## config.mk

```make
export PLATFORM = sky130hd
export DESIGN_NAME = adc_rd_ctrl
export DESIGN_NICKNAME = d
export VERILOG_FILES = /design/src/rtl/adc_rd_pkg.sv /design/src/rtl/adc_rd_clkgen.sv /design/src/rtl/adc_rd_seq.sv /design/src/rtl/adc_rd_capture.sv /design/src/rtl/adc_rd_ctrl.sv
export SDC_FILE = /design/constraint.sdc
export NUM_CORES = 1
export LEC_CHECK = 0
export ABC_AREA = 1
export BUFFER_PORTS_ARGS = -buffer_cell sky130_fd_sc_hd__buf_2
export CAP_MARGIN = 20
export CORE_ASPECT_RATIO = 1.1
export CORE_MARGIN = 2
export CORE_UTILIZATION = 60
export CTS_CLUSTER_DIAMETER = 80
export CTS_CLUSTER_SIZE = 25
export DETAILED_ROUTE_END_ITERATION = 16
export PLACE_DENSITY = 0.77
export SYNTH_ARGS = -nofsm -noshare
export SYNTH_HDL_FRONTEND = slang
export SYNTH_SLANG_ARGS = --single-unit
```

## constraint.sdc

```tcl
create_clock -name clk -period 3.1 [get_ports clk]
set_input_delay 0.62 -clock clk [delete_from_list [all_inputs] [get_ports clk]]
set_output_delay 0.62 -clock clk [all_outputs]
set_load 0.02 [all_outputs]
```

## src/rtl/adc_rd_pkg.sv

```systemverilog
package adc_rd_pkg;

  localparam int WORD_W = 16;
  localparam int CODE_W = 14;

  typedef enum logic [1:0] {
    SQ_WAKE  = 2'd0,
    SQ_RUN   = 2'd1,
    SQ_SLEEP = 2'd2
  } seq_st_e;

  typedef struct packed {
    logic              ovr;
    logic [CODE_W-1:0] code;
    logic              trail;
  } adc_word_t;

endpackage

```

## src/rtl/adc_rd_clkgen.sv

```systemverilog
module adc_rd_clkgen #(
  parameter int HALF = 2
) (
  input  logic clk,
  input  logic rst_n,
  output logic adc_clk_o,
  output logic fall_tick_o
);

  localparam int CW = (HALF > 1) ? $clog2(HALF) : 1;

  logic [CW-1:0] cnt_q, cnt_d;
  logic          lvl_q, lvl_d;
  logic          wrap;

  assign wrap = (cnt_q == CW'(HALF - 1));

  always_comb begin
    cnt_d = wrap ? '0 : cnt_q + 1'b1;
    lvl_d = wrap ? ~lvl_q : lvl_q;
  end

  always_ff @(posedge clk or negedge rst_n) begin
    if (!rst_n) begin
      cnt_q <= '0;
      lvl_q <= 1'b0;
    end else begin
      cnt_q <= cnt_d;
      lvl_q <= lvl_d;
    end
  end

  assign adc_clk_o   = lvl_q;
  // high in the cycle whose closing edge drives the master clock low
  assign fall_tick_o = wrap & lvl_q;

endmodule

```

## src/rtl/adc_rd_seq.sv

```systemverilog
module adc_rd_seq
  import adc_rd_pkg::*;
#(
  parameter int SAMPLE_PER = 32,
  parameter int FRAME_LEN  = 24,
  parameter int WAKE_LEN   = 6
) (
  input  logic clk,
  input  logic rst_n,
  input  logic tick_i,
  input  logic frame_sel_i,
  input  logic low_pwr_i,
  output logic conv_n_o,
  output logic frm_n_o,
  output logic start_o,
  output logic discard_o
);

  localparam int PH_W = (SAMPLE_PER > 1) ? $clog2(SAMPLE_PER) : 1;
  localparam int WK_W = $clog2(WAKE_LEN + 1);

  seq_st_e          st_q, st_d;
  logic [PH_W-1:0]  ph_q, ph_d;
  logic [WK_W-1:0]  wk_q, wk_d;
  logic             mode_q, mode_d;
  logic             first_q, first_d;
  logic             disc_q, disc_d;
  logic             start_q;
  logic             conv_q, conv_d;
  logic             frm_q, frm_d;
  logic             launch, in_frame;

  always_comb begin
    launch = tick_i & ~low_pwr_i &
             (((st_q == SQ_WAKE) && (wk_q == WK_W'(WAKE_LEN - 1))) ||
              ((st_q == SQ_RUN)  && (ph_q == PH_W'(SAMPLE_PER - 1))));
  end

  always_comb begin
    st_d    = st_q;
    ph_d    = ph_q;
    wk_d    = wk_q;
    mode_d  = mode_q;
    first_d = first_q;
    disc_d  = disc_q;
    if (launch) begin
      st_d    = SQ_RUN;
      ph_d    = '0;
      mode_d  = frame_sel_i;
      disc_d  = first_q;
      first_d = 1'b0;
    end else if (tick_i) begin
      unique case (st_q)
        SQ_WAKE: begin
          if (low_pwr_i) st_d = SQ_SLEEP;
          else           wk_d = wk_q + 1'b1;
        end
        SQ_RUN: begin
          if (ph_q == PH_W'(SAMPLE_PER - 1)) st_d = SQ_SLEEP;
          else                               ph_d = ph_q + 1'b1;
        end
        SQ_SLEEP: begin
          if (!low_pwr_i) begin
            st_d    = SQ_WAKE;
            wk_d    = '0;
            first_d = 1'b1;
          end
        end
        default: st_d = SQ_WAKE;
      endcase
    end
  end

  // outputs follow the next state so they change on the tick edge itself
  always_comb begin
    in_frame = (st_d == SQ_RUN) && (ph_d < PH_W'(FRAME_LEN));
    if (mode_d) begin
      conv_d = ~((st_d == SQ_RUN) && (ph_d == '0));
      frm_d  = ~in_frame;
    end else begin
      conv_d = ~in_frame;
      frm_d  = 1'b0;
    end
  end

  always_ff @(posedge clk or negedge rst_n) begin
    if (!rst_n) begin
      st_q    <= SQ_WAKE;
      ph_q    <= '0;
      wk_q    <= '0;
      mode_q  <= 1'b0;
      first_q <= 1'b1;
      disc_q  <= 1'b0;
      start_q <= 1'b0;
      conv_q  <= 1'b1;
      frm_q   <= 1'b0;
    end else begin
      st_q    <= st_d;
      ph_q    <= ph_d;
      wk_q    <= wk_d;
      mode_q  <= mode_d;
      first_q <= first_d;
      disc_q  <= disc_d;
      start_q <= launch;
      conv_q  <= conv_d;
      frm_q   <= frm_d;
    end
  end

  assign conv_n_o  = conv_q;
  assign frm_n_o   = frm_q;
  assign start_o   = start_q;
  assign discard_o = disc_q;

endmodule

```

## src/rtl/adc_rd_capture.sv

```systemverilog
module adc_rd_capture
  import adc_rd_pkg::*;
(
  input  logic              clk,
  input  logic              rst_n,
  input  logic              start_i,
  input  logic              ser_clk_i,
  input  logic              ser_dat_i,
  output logic              done_o,
  output logic [WORD_W-1:0] word_o
);

  localparam int BC_W = $clog2(WORD_W);

  logic              sc1_q, sc2_q, scd_q;
  logic              sd1_q, sd2_q;
  logic              busy_q, busy_d;
  logic              seen_q, seen_d;
  logic [BC_W-1:0]   cnt_q, cnt_d;
  logic [WORD_W-1:0] sh_q, sh_d;
  logic              done_q, done_d;
  logic              rise, fall;

  assign rise = sc2_q & ~scd_q;
  assign fall = ~sc2_q & scd_q;

  always_comb begin
    busy_d = busy_q;
    seen_d = seen_q;
    cnt_d  = cnt_q;
    sh_d   = sh_q;
    done_d = 1'b0;
    if (start_i) begin
      busy_d = 1'b1;
      seen_d = 1'b0;
      cnt_d  = '0;
    end else if (busy_q) begin
      if (rise) seen_d = 1'b1;
      if (fall && seen_q) begin
        sh_d = {sh_q[WORD_W-2:0], sd2_q};
        if (cnt_q == BC_W'(WORD_W - 1)) begin
          busy_d = 1'b0;
          done_d = 1'b1;
        end else begin
          cnt_d = cnt_q + 1'b1;
        end
      end
    end
  end

  always_ff @(posedge clk or negedge rst_n) begin
    if (!rst_n) begin
      sc1_q  <= 1'b0;
      sc2_q  <= 1'b0;
      scd_q  <= 1'b0;
      sd1_q  <= 1'b0;
      sd2_q  <= 1'b0;
      busy_q <= 1'b0;
      seen_q <= 1'b0;
      cnt_q  <= '0;
      sh_q   <= '0;
      done_q <= 1'b0;
    end else begin
      sc1_q  <= ser_clk_i;
      sc2_q  <= sc1_q;
      scd_q  <= sc2_q;
      sd1_q  <= ser_dat_i;
      sd2_q  <= sd1_q;
      busy_q <= busy_d;
      seen_q <= seen_d;
      cnt_q  <= cnt_d;
      sh_q   <= sh_d;
      done_q <= done_d;
    end
  end

  assign done_o = done_q;
  assign word_o = sh_q;

endmodule

```

## src/rtl/adc_rd_ctrl.sv

```systemverilog
module adc_rd_ctrl
  import adc_rd_pkg::*;
#(
  parameter int ADC_CLK_HALF = 2,
  parameter int SAMPLE_PER   = 32,
  parameter int FRAME_LEN    = 24,
  parameter int WAKE_LEN     = 6
) (
  input  logic              clk,
  input  logic              rst_n,
  input  logic              frame_sel_i,
  input  logic              low_pwr_i,
  output logic              adc_clk_o,
  output logic              conv_n_o,
  output logic              frm_n_o,
  input  logic              ser_clk_i,
  input  logic              ser_dat_i,
  output logic              res_valid_o,
  output logic              res_drop_o,
  output logic              res_ovr_o,
  output logic [CODE_W-1:0] res_code_o,
  output logic              res_ferr_o
);

  logic [1:0]        rs_q;
  logic              rst_s_n;
  logic              tick, start, discard, done;
  logic [WORD_W-1:0] word;
  adc_word_t         w;
  logic              val_q, val_d, drp_q, drp_d;
  logic              ovr_q, ovr_d, ferr_q, ferr_d;
  logic [CODE_W-1:0] code_q, code_d;

  always_ff @(posedge clk or negedge rst_n) begin
    if (!rst_n) rs_q <= 2'b00;
    else        rs_q <= {rs_q[0], 1'b1};
  end
  assign rst_s_n = rs_q[1];

  adc_rd_clkgen #(.HALF(ADC_CLK_HALF)) u_clkgen (
    .clk         (clk),
    .rst_n       (rst_s_n),
    .adc_clk_o   (adc_clk_o),
    .fall_tick_o (tick)
  );

  adc_rd_seq #(
    .SAMPLE_PER (SAMPLE_PER),
    .FRAME_LEN  (FRAME_LEN),
    .WAKE_LEN   (WAKE_LEN)
  ) u_seq (
    .clk         (clk),
    .rst_n       (rst_s_n),
    .tick_i      (tick),
    .frame_sel_i (frame_sel_i),
    .low_pwr_i   (low_pwr_i),
    .conv_n_o    (conv_n_o),
    .frm_n_o     (frm_n_o),
    .start_o     (start),
    .discard_o   (discard)
  );

  adc_rd_capture u_cap (
    .clk       (clk),
    .rst_n     (rst_s_n),
    .start_i   (start),
    .ser_clk_i (ser_clk_i),
    .ser_dat_i (ser_dat_i),
    .done_o    (done),
    .word_o    (word)
  );

  assign w = adc_word_t'(word);

  always_comb begin
    val_d  = done & ~discard;
    drp_d  = done &  discard;
    ovr_d  = done ? w.ovr   : ovr_q;
    code_d = done ? w.code  : code_q;
    ferr_d = done ? w.trail : ferr_q;
  end

  always_ff @(posedge clk or negedge rst_s_n) begin
    if (!rst_s_n) begin
      val_q  <= 1'b0;
      drp_q  <= 1'b0;
      ovr_q  <= 1'b0;
      code_q <= '0;
      ferr_q <= 1'b0;
    end else begin
      val_q  <= val_d;
      drp_q  <= drp_d;
      ovr_q  <= ovr_d;
      code_q <= code_d;
      ferr_q <= ferr_d;
    end
  end

  assign res_valid_o = val_q;
  assign res_drop_o  = drp_q;
  assign res_ovr_o   = ovr_q;
  assign res_code_o  = code_q;
  assign res_ferr_o  = ferr_q;

endmodule

```

## Word level (Yosys, flattened, before mapping)

Cells that the tools add are included.

- Add/sub/neg operators: 4
- Magnitude comparators: 1
- Equal/unequal tests: 10
- Muxes and demuxes: 36
- Bitwise gates (word level): 16
- Reduce and logical (&&, ||, !) cells: 19

Operators with widths:

| cell | count |
|---|---|
| 2-to-1 mux 5 bit | 4 |
| 2-to-1 mux 1 bit | 19 |
| 2-to-1 mux 4 bit | 4 |
| nonzero test 2 bit | 6 |
| 2-to-1 mux 2 bit | 5 |
| inverter 1 bit | 9 |
| AND reduction 3 bit | 3 |
| AND 1 bit | 7 |
| 2-to-1 mux 3 bit | 2 |
| != test 2 bit (second input constant) | 3 |
| case mux 2 bit (3 select lines) | 1 |
| case mux 3 bit (2 select lines) | 1 |
| adder 5 x 1 -> 5 bit (second input constant) | 1 |
| == test 5 bit (second input constant) | 1 |
| logical AND 1 bit | 5 |
| logical NOT 5 bit | 1 |
| < comparator 5 bit (second input constant) | 1 |
| AND reduction 5 bit | 1 |
| adder 4 x 1 -> 4 bit (second input constant) | 1 |
| == test 2 x 1 -> 1 bit (second input constant) | 2 |
| == test 4 bit (second input constant) | 1 |
| adder 3 x 1 -> 3 bit (second input constant) | 1 |
| == test 3 bit (second input constant) | 1 |
| == test 2 bit (second input constant) | 1 |
| 5 further kinds | 5 |

- Flip-flop bits (word level): 66

## Longest topological paths before layout

- Depth in word-level cells: 9
- Mapped depth: 13
- Gate-level depth less buffers: 12

## By module

Synthesis repeated with hierarchy kept, for this count alone.

- Cells, all modules: 299
- Area, all modules: 2885.3 um2

Modules (own cells, without submodules):

| module | times used | cells each | area an instance (um2) |
|---|---|---|---|
| adc_rd_capture | 1 | 106 | 1147.4 |
| adc_rd_seq | 1 | 108 | 902.1 |
| adc_rd_ctrl | 1 | 76 | 759.5 |
| adc_rd_clkgen | 1 | 9 | 76.3 |

## Worst setup path before layout

OpenSTA, ideal clock, no wires.

- Path kind: register to register
- Start point: register u_seq.ph_q[0]
- End point: register u_seq.conv_q, in the netlist u_seq.conv_n_o
- Arrival time: 1433 ps
- Setup slack: 1595 ps
- Stages on the path, launching flop included: 14
- Clock period less this slack: 1505 ps
- Cells stage by stage: dfrtp_1 -> ha_1 -> nand3_2 -> nor2_2 -> nand2_2 -> nand2_2 -> nand2_4 -> buf_6 -> nand2_2 -> nand3_1 -> nor2_1 -> nand2_1 -> nand2_1 -> inv_1

- Longest elaborated chain between the ends: 9
- Elaborated cells on any way between the ends: 22
- Classes of those cells: 1 x add/sub; 1 x order compare; 2 x eq/ne; 10 x mux; 3 x bitwise; 5 x reduce/logical

RTL lines:

| element | line | RTL |
|---|---|---|
| start, declared | adc_rd_seq.sv:23 | `logic [PH_W-1:0] ph_q, ph_d;` |
| start signal, assigned | adc_rd_seq.sv:99 | `ph_q <= ph_d;` |
| adder 5 x 1 -> 5 bit / == test 5 bit (equally long branches) | adc_rd_seq.sv:60, adc_rd_seq.sv:36, adc_rd_seq.sv:59 |  |
| 2-to-1 mux 5 bit (tied with other cells) | adc_rd_seq.sv:59 | `if (ph_q == PH_W'(SAMPLE_PER - 1)) st_d = SQ_SLEEP;` |
| 2-to-1 mux 5 bit (tied with other cells) | adc_rd_seq.sv:53 | `unique case (st_q)` |
| 2-to-1 mux 5 bit (tied with other cells) | adc_rd_seq.sv:52 | `end else if (tick_i) begin` |
| 2-to-1 mux 5 bit / 2-to-1 mux 2 bit (equally long branches) | adc_rd_seq.sv:46 | `if (launch) begin` |
| < comparator 5 bit (tied with other cells) | adc_rd_seq.sv:76 | `in_frame = (st_d == SQ_RUN) && (ph_d < PH_W'(FRAME_LEN));` |
| logical AND 1 bit, on equally long branches | adc_rd_seq.sv:76, adc_rd_seq.sv:78 |  |
| inverter 1 bit, on equally long branches | adc_rd_seq.sv:81, adc_rd_seq.sv:78 |  |
| 2-to-1 mux 1 bit * | adc_rd_seq.sv:77 | `if (mode_d) begin` |
| via u_seq.conv_d | adc_rd_seq.sv:29 | `logic conv_q, conv_d;` |
| end signal, assigned | adc_rd_seq.sv:105 | `conv_q <= conv_d;` |
| end, declared | adc_rd_seq.sv:29 |  |

Mark *: on every way through the listed nets, which the timed path passes. The rest lies on a longest branch.
A chain may end at the register's enable or synchronous reset.

## Worst setup path after layout

- Start point: register u_seq.ph_q[0]
- End point: register u_seq.conv_q, in the netlist u_seq.conv_n_o

- Longest elaborated chain between the ends: 9
- Elaborated cells on any way between the ends: 22
- Classes of those cells: 1 x add/sub; 1 x order compare; 2 x eq/ne; 10 x mux; 3 x bitwise; 5 x reduce/logical

RTL lines:

| element | line | RTL |
|---|---|---|
| == test 5 bit * | adc_rd_seq.sv:36, adc_rd_seq.sv:59 |  |
| 2-to-1 mux 2 bit / logical AND 1 bit (equally long branches) | adc_rd_seq.sv:59, adc_rd_seq.sv:36 |  |
| case mux 2 bit (3 select lines) / logical OR 1 bit (equally long branches) | adc_rd_seq.sv:53, adc_rd_seq.sv:35 |  |
| 2-to-1 mux 2 bit / AND 1 bit (equally long branches) | adc_rd_seq.sv:52, adc_rd_seq.sv:34 |  |
| 2-to-1 mux 2 bit * | adc_rd_seq.sv:46 |  |
| via u_seq.st_d[0] | adc_rd_seq.sv:22 | `seq_st_e st_q, st_d;` |
| == test 2 x 1 -> 1 bit * | adc_rd_seq.sv:76, adc_rd_seq.sv:78 |  |
| logical AND 1 bit, on equally long branches | adc_rd_seq.sv:76, adc_rd_seq.sv:78 |  |
| inverter 1 bit, on equally long branches | adc_rd_seq.sv:81, adc_rd_seq.sv:78 |  |
| 2-to-1 mux 1 bit * | adc_rd_seq.sv:77 |  |
| via u_seq.conv_d | adc_rd_seq.sv:29 |  |

Marked as above.

==> impl_metrics.ini <==
[placed_design]
routabilityCongestion = 0.820
placed_area_um2 = 2870
io_buffer_count = 26
estimated_wirelength_of_the_detail_placed_design_um = 3090
placement.setup.worst_slack_ns = 1.47
place.detailed.instances = 361

[min_path]
timing.hold.worst.class = in -> async

[worst_setup_path]
timing.critical_path.slowest_stage_cell = sky130_fd_sc_hd__dfrtp_1
critical_path.startpoint_type = flop
timing.critical_path.cells = ha_1 > nand3_2 > nor2_2 > nand2_2 > nand2_2 > nand2_4 > nand3_1 > nand2_1 > inv_1 > nand3_1 > nand2_1 > inv_1
worst_path_largest_cell_delay_ns = 0.40
cp.required_ns = 3.37
timing.reg2reg.setup_slack_ns = 1.47
critPathCaptureType = flop
critical_path.startpoint = u_seq.ph_q[0]
regToRegEndpoint = u_seq.conv_n_o
critical_path_peak_fanout = 13
worst_reg2reg_path_startpoint = u_seq.ph_q[0]
worst-setup-path-type = reg -> reg
worst_ep_arrival_time_ns = 1.90
worst-r2r-cell-count = 12

[sta]
setup_total_negative_slack_ns = 0
report.final.setup_viol = 0
layout_worst_path_cycle_share_pct = 52.5
slew-limit-headroom_pct = 41.6
setup_ws_ns = 1.47
final_max_slew_viol_count = 0
finClkSkew_ns = 0.00862
holdWs_ns = 0.0595
timing.final.crit_period_ns = 1.63
grt_setup_unrepaired = no
fmaxAchievable_mhz = 615
worstMarginPinSlew_ns = 0.876
finalHoldViolCount = 0

[floorplan]
rows = 25
width_of_the_die_um = 67.9
floorplan.die.height_um = 74.2
initial_utilization_pct = 62.3
floorplan.io_pins = 27
die_area_um2 = 5040
core_area_um2 = 4320

[yosys]
synthArstFlopShare_pct = 100
netlist.area_leader.share_pct = 59.5
yosys-top-cells-count = sky130_fd_sc_hd__nand2_1 (67), sky130_fd_sc_hd__dfrtp_1 (64), sky130_fd_sc_hd__inv_1 (38)
yosys_warnings = 0
yosys_most_used_dff = sky130_fd_sc_hd__dfrtp_1
synth-edff-count = 0
synthesis.instances = 286
avgSynthCellArea_um2 = 9.41
synthesis.nets = 296
synth.largest_area_cell = sky130_fd_sc_hd__dfrtp_1
mappedNetlistArea_um2 = 2690
synth_cell_types = 26
yosysSeqAreaShare_pct = 61.5
synth.area.top_cells = sky130_fd_sc_hd__dfrtp_1 (60%), sky130_fd_sc_hd__nand2_1 (9.3%), sky130_fd_sc_hd__inv_1 (5.3%), sky130_fd_sc_hd__o21ai_0 (5.2%), sky130_fd_sc_hd__nor2_1 (3.2%)
synth_seq_cells = 66
synthMostInstantiatedCell = sky130_fd_sc_hd__nand2_1

[finish]
final_net_count = 328
fin_util_pct = 70.7
finalInstanceArea_um2 = 3050
instances_no_fill = 377
final_layout_size_suffix_gt1_share_pct = 20.4
layout-area-overhead-vs-synth_pct = 13.4
n_fill_cell = 326
area.sequential_um2 = 1660
antenna-diode-count = 0
footprint_of_the_multi_input_gates_um2 = 850

[clocking]
cts.root.buffer_cell = sky130_fd_sc_hd__clkbuf_8
cts_buffers = 9
post_cts_resize_count = 0
postCtsSetupRepairBufs = 0
cts-root-to-sink-buffers = 2
cts.sink_count = 66
cts_hold_buffers = 0
clk-insertion-delay-late_ns = 0.33
tritoncts_clock_tree = done
htree_levels = 3
clkTransAtPathRegs_ns = 0.06

[global_routing]
initial_antenna_violation_count = 0
grt_start_max_net_pins = 44
global_route_total_overflow = 0
first_global_vias = 1802
grt_first_pass_wirelength_um = 7530
total_routing_usage_gr_pct = 20.7

[power_and_ir_drop]
ir_worst_vdd_mv = 0.380
leakage_nw = 1.64
finalPower_mw = 2.34
power.density_cell_area_nw_per_um2 = 768

[drt]
totalWireLength_um = 4340
drt-pass1-iter-count = 4
post_drt_via_cell_ratio = 5.13
drtAntennaViolNets = 0
violation_count_after_the_first_detailed_route_iteration = 152
drc = 0
drt-wirelength-per-cell_um = 11.5
route.vias.total = 1935

[run]
max_cap_viol_count = 0

[outcome]
result_of_the_run = finished, final reports clean
layer usage:
| layer | up-vias | global-route usage, % | routed length [um] |
|---|---|---|---|
| li1 | 956 | - | - |
| met1 | 931 | 24.5 | 1940 |
| met2 | 38 | 34.3 | 2140 |
| met3 | 10 | 7.26 | 184 |
| met4 | 0 | 8.67 | 77 |
| met5 | - | 0 | 0 |
cells in the final DEF (no fill, tap or decap):
cell / n
sky130_fd_sc_hd__clkinvlp_4: 1
sky130_fd_sc_hd__nand2_4: 1
sky130_fd_sc_hd__clkbuf_8: 11
sky130_fd_sc_hd__o21bai_1: 1
sky130_fd_sc_hd__buf_2: 26
sky130_fd_sc_hd__o21ai_2: 1
sky130_fd_sc_hd__nor2_1: 23
sky130_fd_sc_hd__nand2_1: 67
sky130_fd_sc_hd__nand2_2: 6
sky130_fd_sc_hd__ha_1: 4
sky130_fd_sc_hd__inv_2: 3
sky130_fd_sc_hd__nand4_1: 3
sky130_fd_sc_hd__dfrtp_1: 63
sky130_fd_sc_hd__clkbuf_1: 1
sky130_fd_sc_hd__a21oi_1: 8
sky130_fd_sc_hd__clkinv_4: 1
sky130_fd_sc_hd__dfstp_2: 2
sky130_fd_sc_hd__o21ai_0: 28
sky130_fd_sc_hd__nand3_1: 12
sky130_fd_sc_hd__dfrtp_2: 1
sky130_fd_sc_hd__conb_1: 1
sky130_fd_sc_hd__nor2_4: 1
sky130_fd_sc_hd__nand3_2: 5
sky130_fd_sc_hd__nor3_1: 3
sky130_fd_sc_hd__o22ai_1: 1
sky130_fd_sc_hd__mux2_2: 1
sky130_fd_sc_hd__clkinv_2: 2
sky130_fd_sc_hd__buf_4: 2
sky130_fd_sc_hd__xor2_1: 2
sky130_fd_sc_hd__nor2_2: 2
sky130_fd_sc_hd__o21ai_1: 2
sky130_fd_sc_hd__inv_1: 38
flip-flops by register name, summed over array words and instances (netlist names), 2 cells and up:
name / flops
res_code_o: 14
rs_q: 2
u_cap.cnt_q: 4
u_cap.word_o: 16
u_seq.ph_q: 5
u_seq.st_q: 2
u_seq.wk_q: 3
kinds of logic after synthesis:
kind of cell	after synthesis	synth area share [%]
adder cells (fa/ha/maj)	4	1.86
XOR/XNOR	2	0.651
flip-flops	66	61.5
buffers and inverters	48	6.97
AND/OR/NAND/NOR	123	20.6
multiplexers	1	0.418
other	1	0.139
AO/OA/AOI/OAI	41	7.90
how the worst max path moves through the flow:
stage / to / slack, ns / cells after the start
5_1_grt: u_seq.conv_n_o / 1.27 / 12
3_5_place_dp: u_seq.conv_n_o / 1.47 / 12
3_3_place_gp: u_seq.conv_n_o / 1.57 / 12
2_1_floorplan: res_code_o[0] / 1.13 / 0
4_1_cts: conv_n_o / 1.47 / 1
6_report: u_seq.conv_n_o / 1.47 / 12
final cells by class:
class,instances,area share (%)
Clock inverter,4,0.861
Multi-Input combinational cell,172,27.8
Sequential cell,66,54.2
Inverter,41,5.04
Timing Repair Buffer,28,4.75
Clock buffer,12,5.08
Tap cell,54,2.21
where the power goes:
group / leakage (nW) / switching [mW] / internal, mW
clock: 0.0924 / 0.304 / 0.332
combinational: 0.711 / 0.311 / 0.182
sequential: 0.832 / 0.133 / 1.08
worst max-delay path, delay by kind of cell, from the launching register on:
family | cells | cell delay, ns
simple gates | 9 | 0.81
fa+ha+maj | 1 | 0.24
buf+inv | 2 | 0.10
flops | 1 | 0.40
No activity file was read; power rests on OpenSTA's default activity.
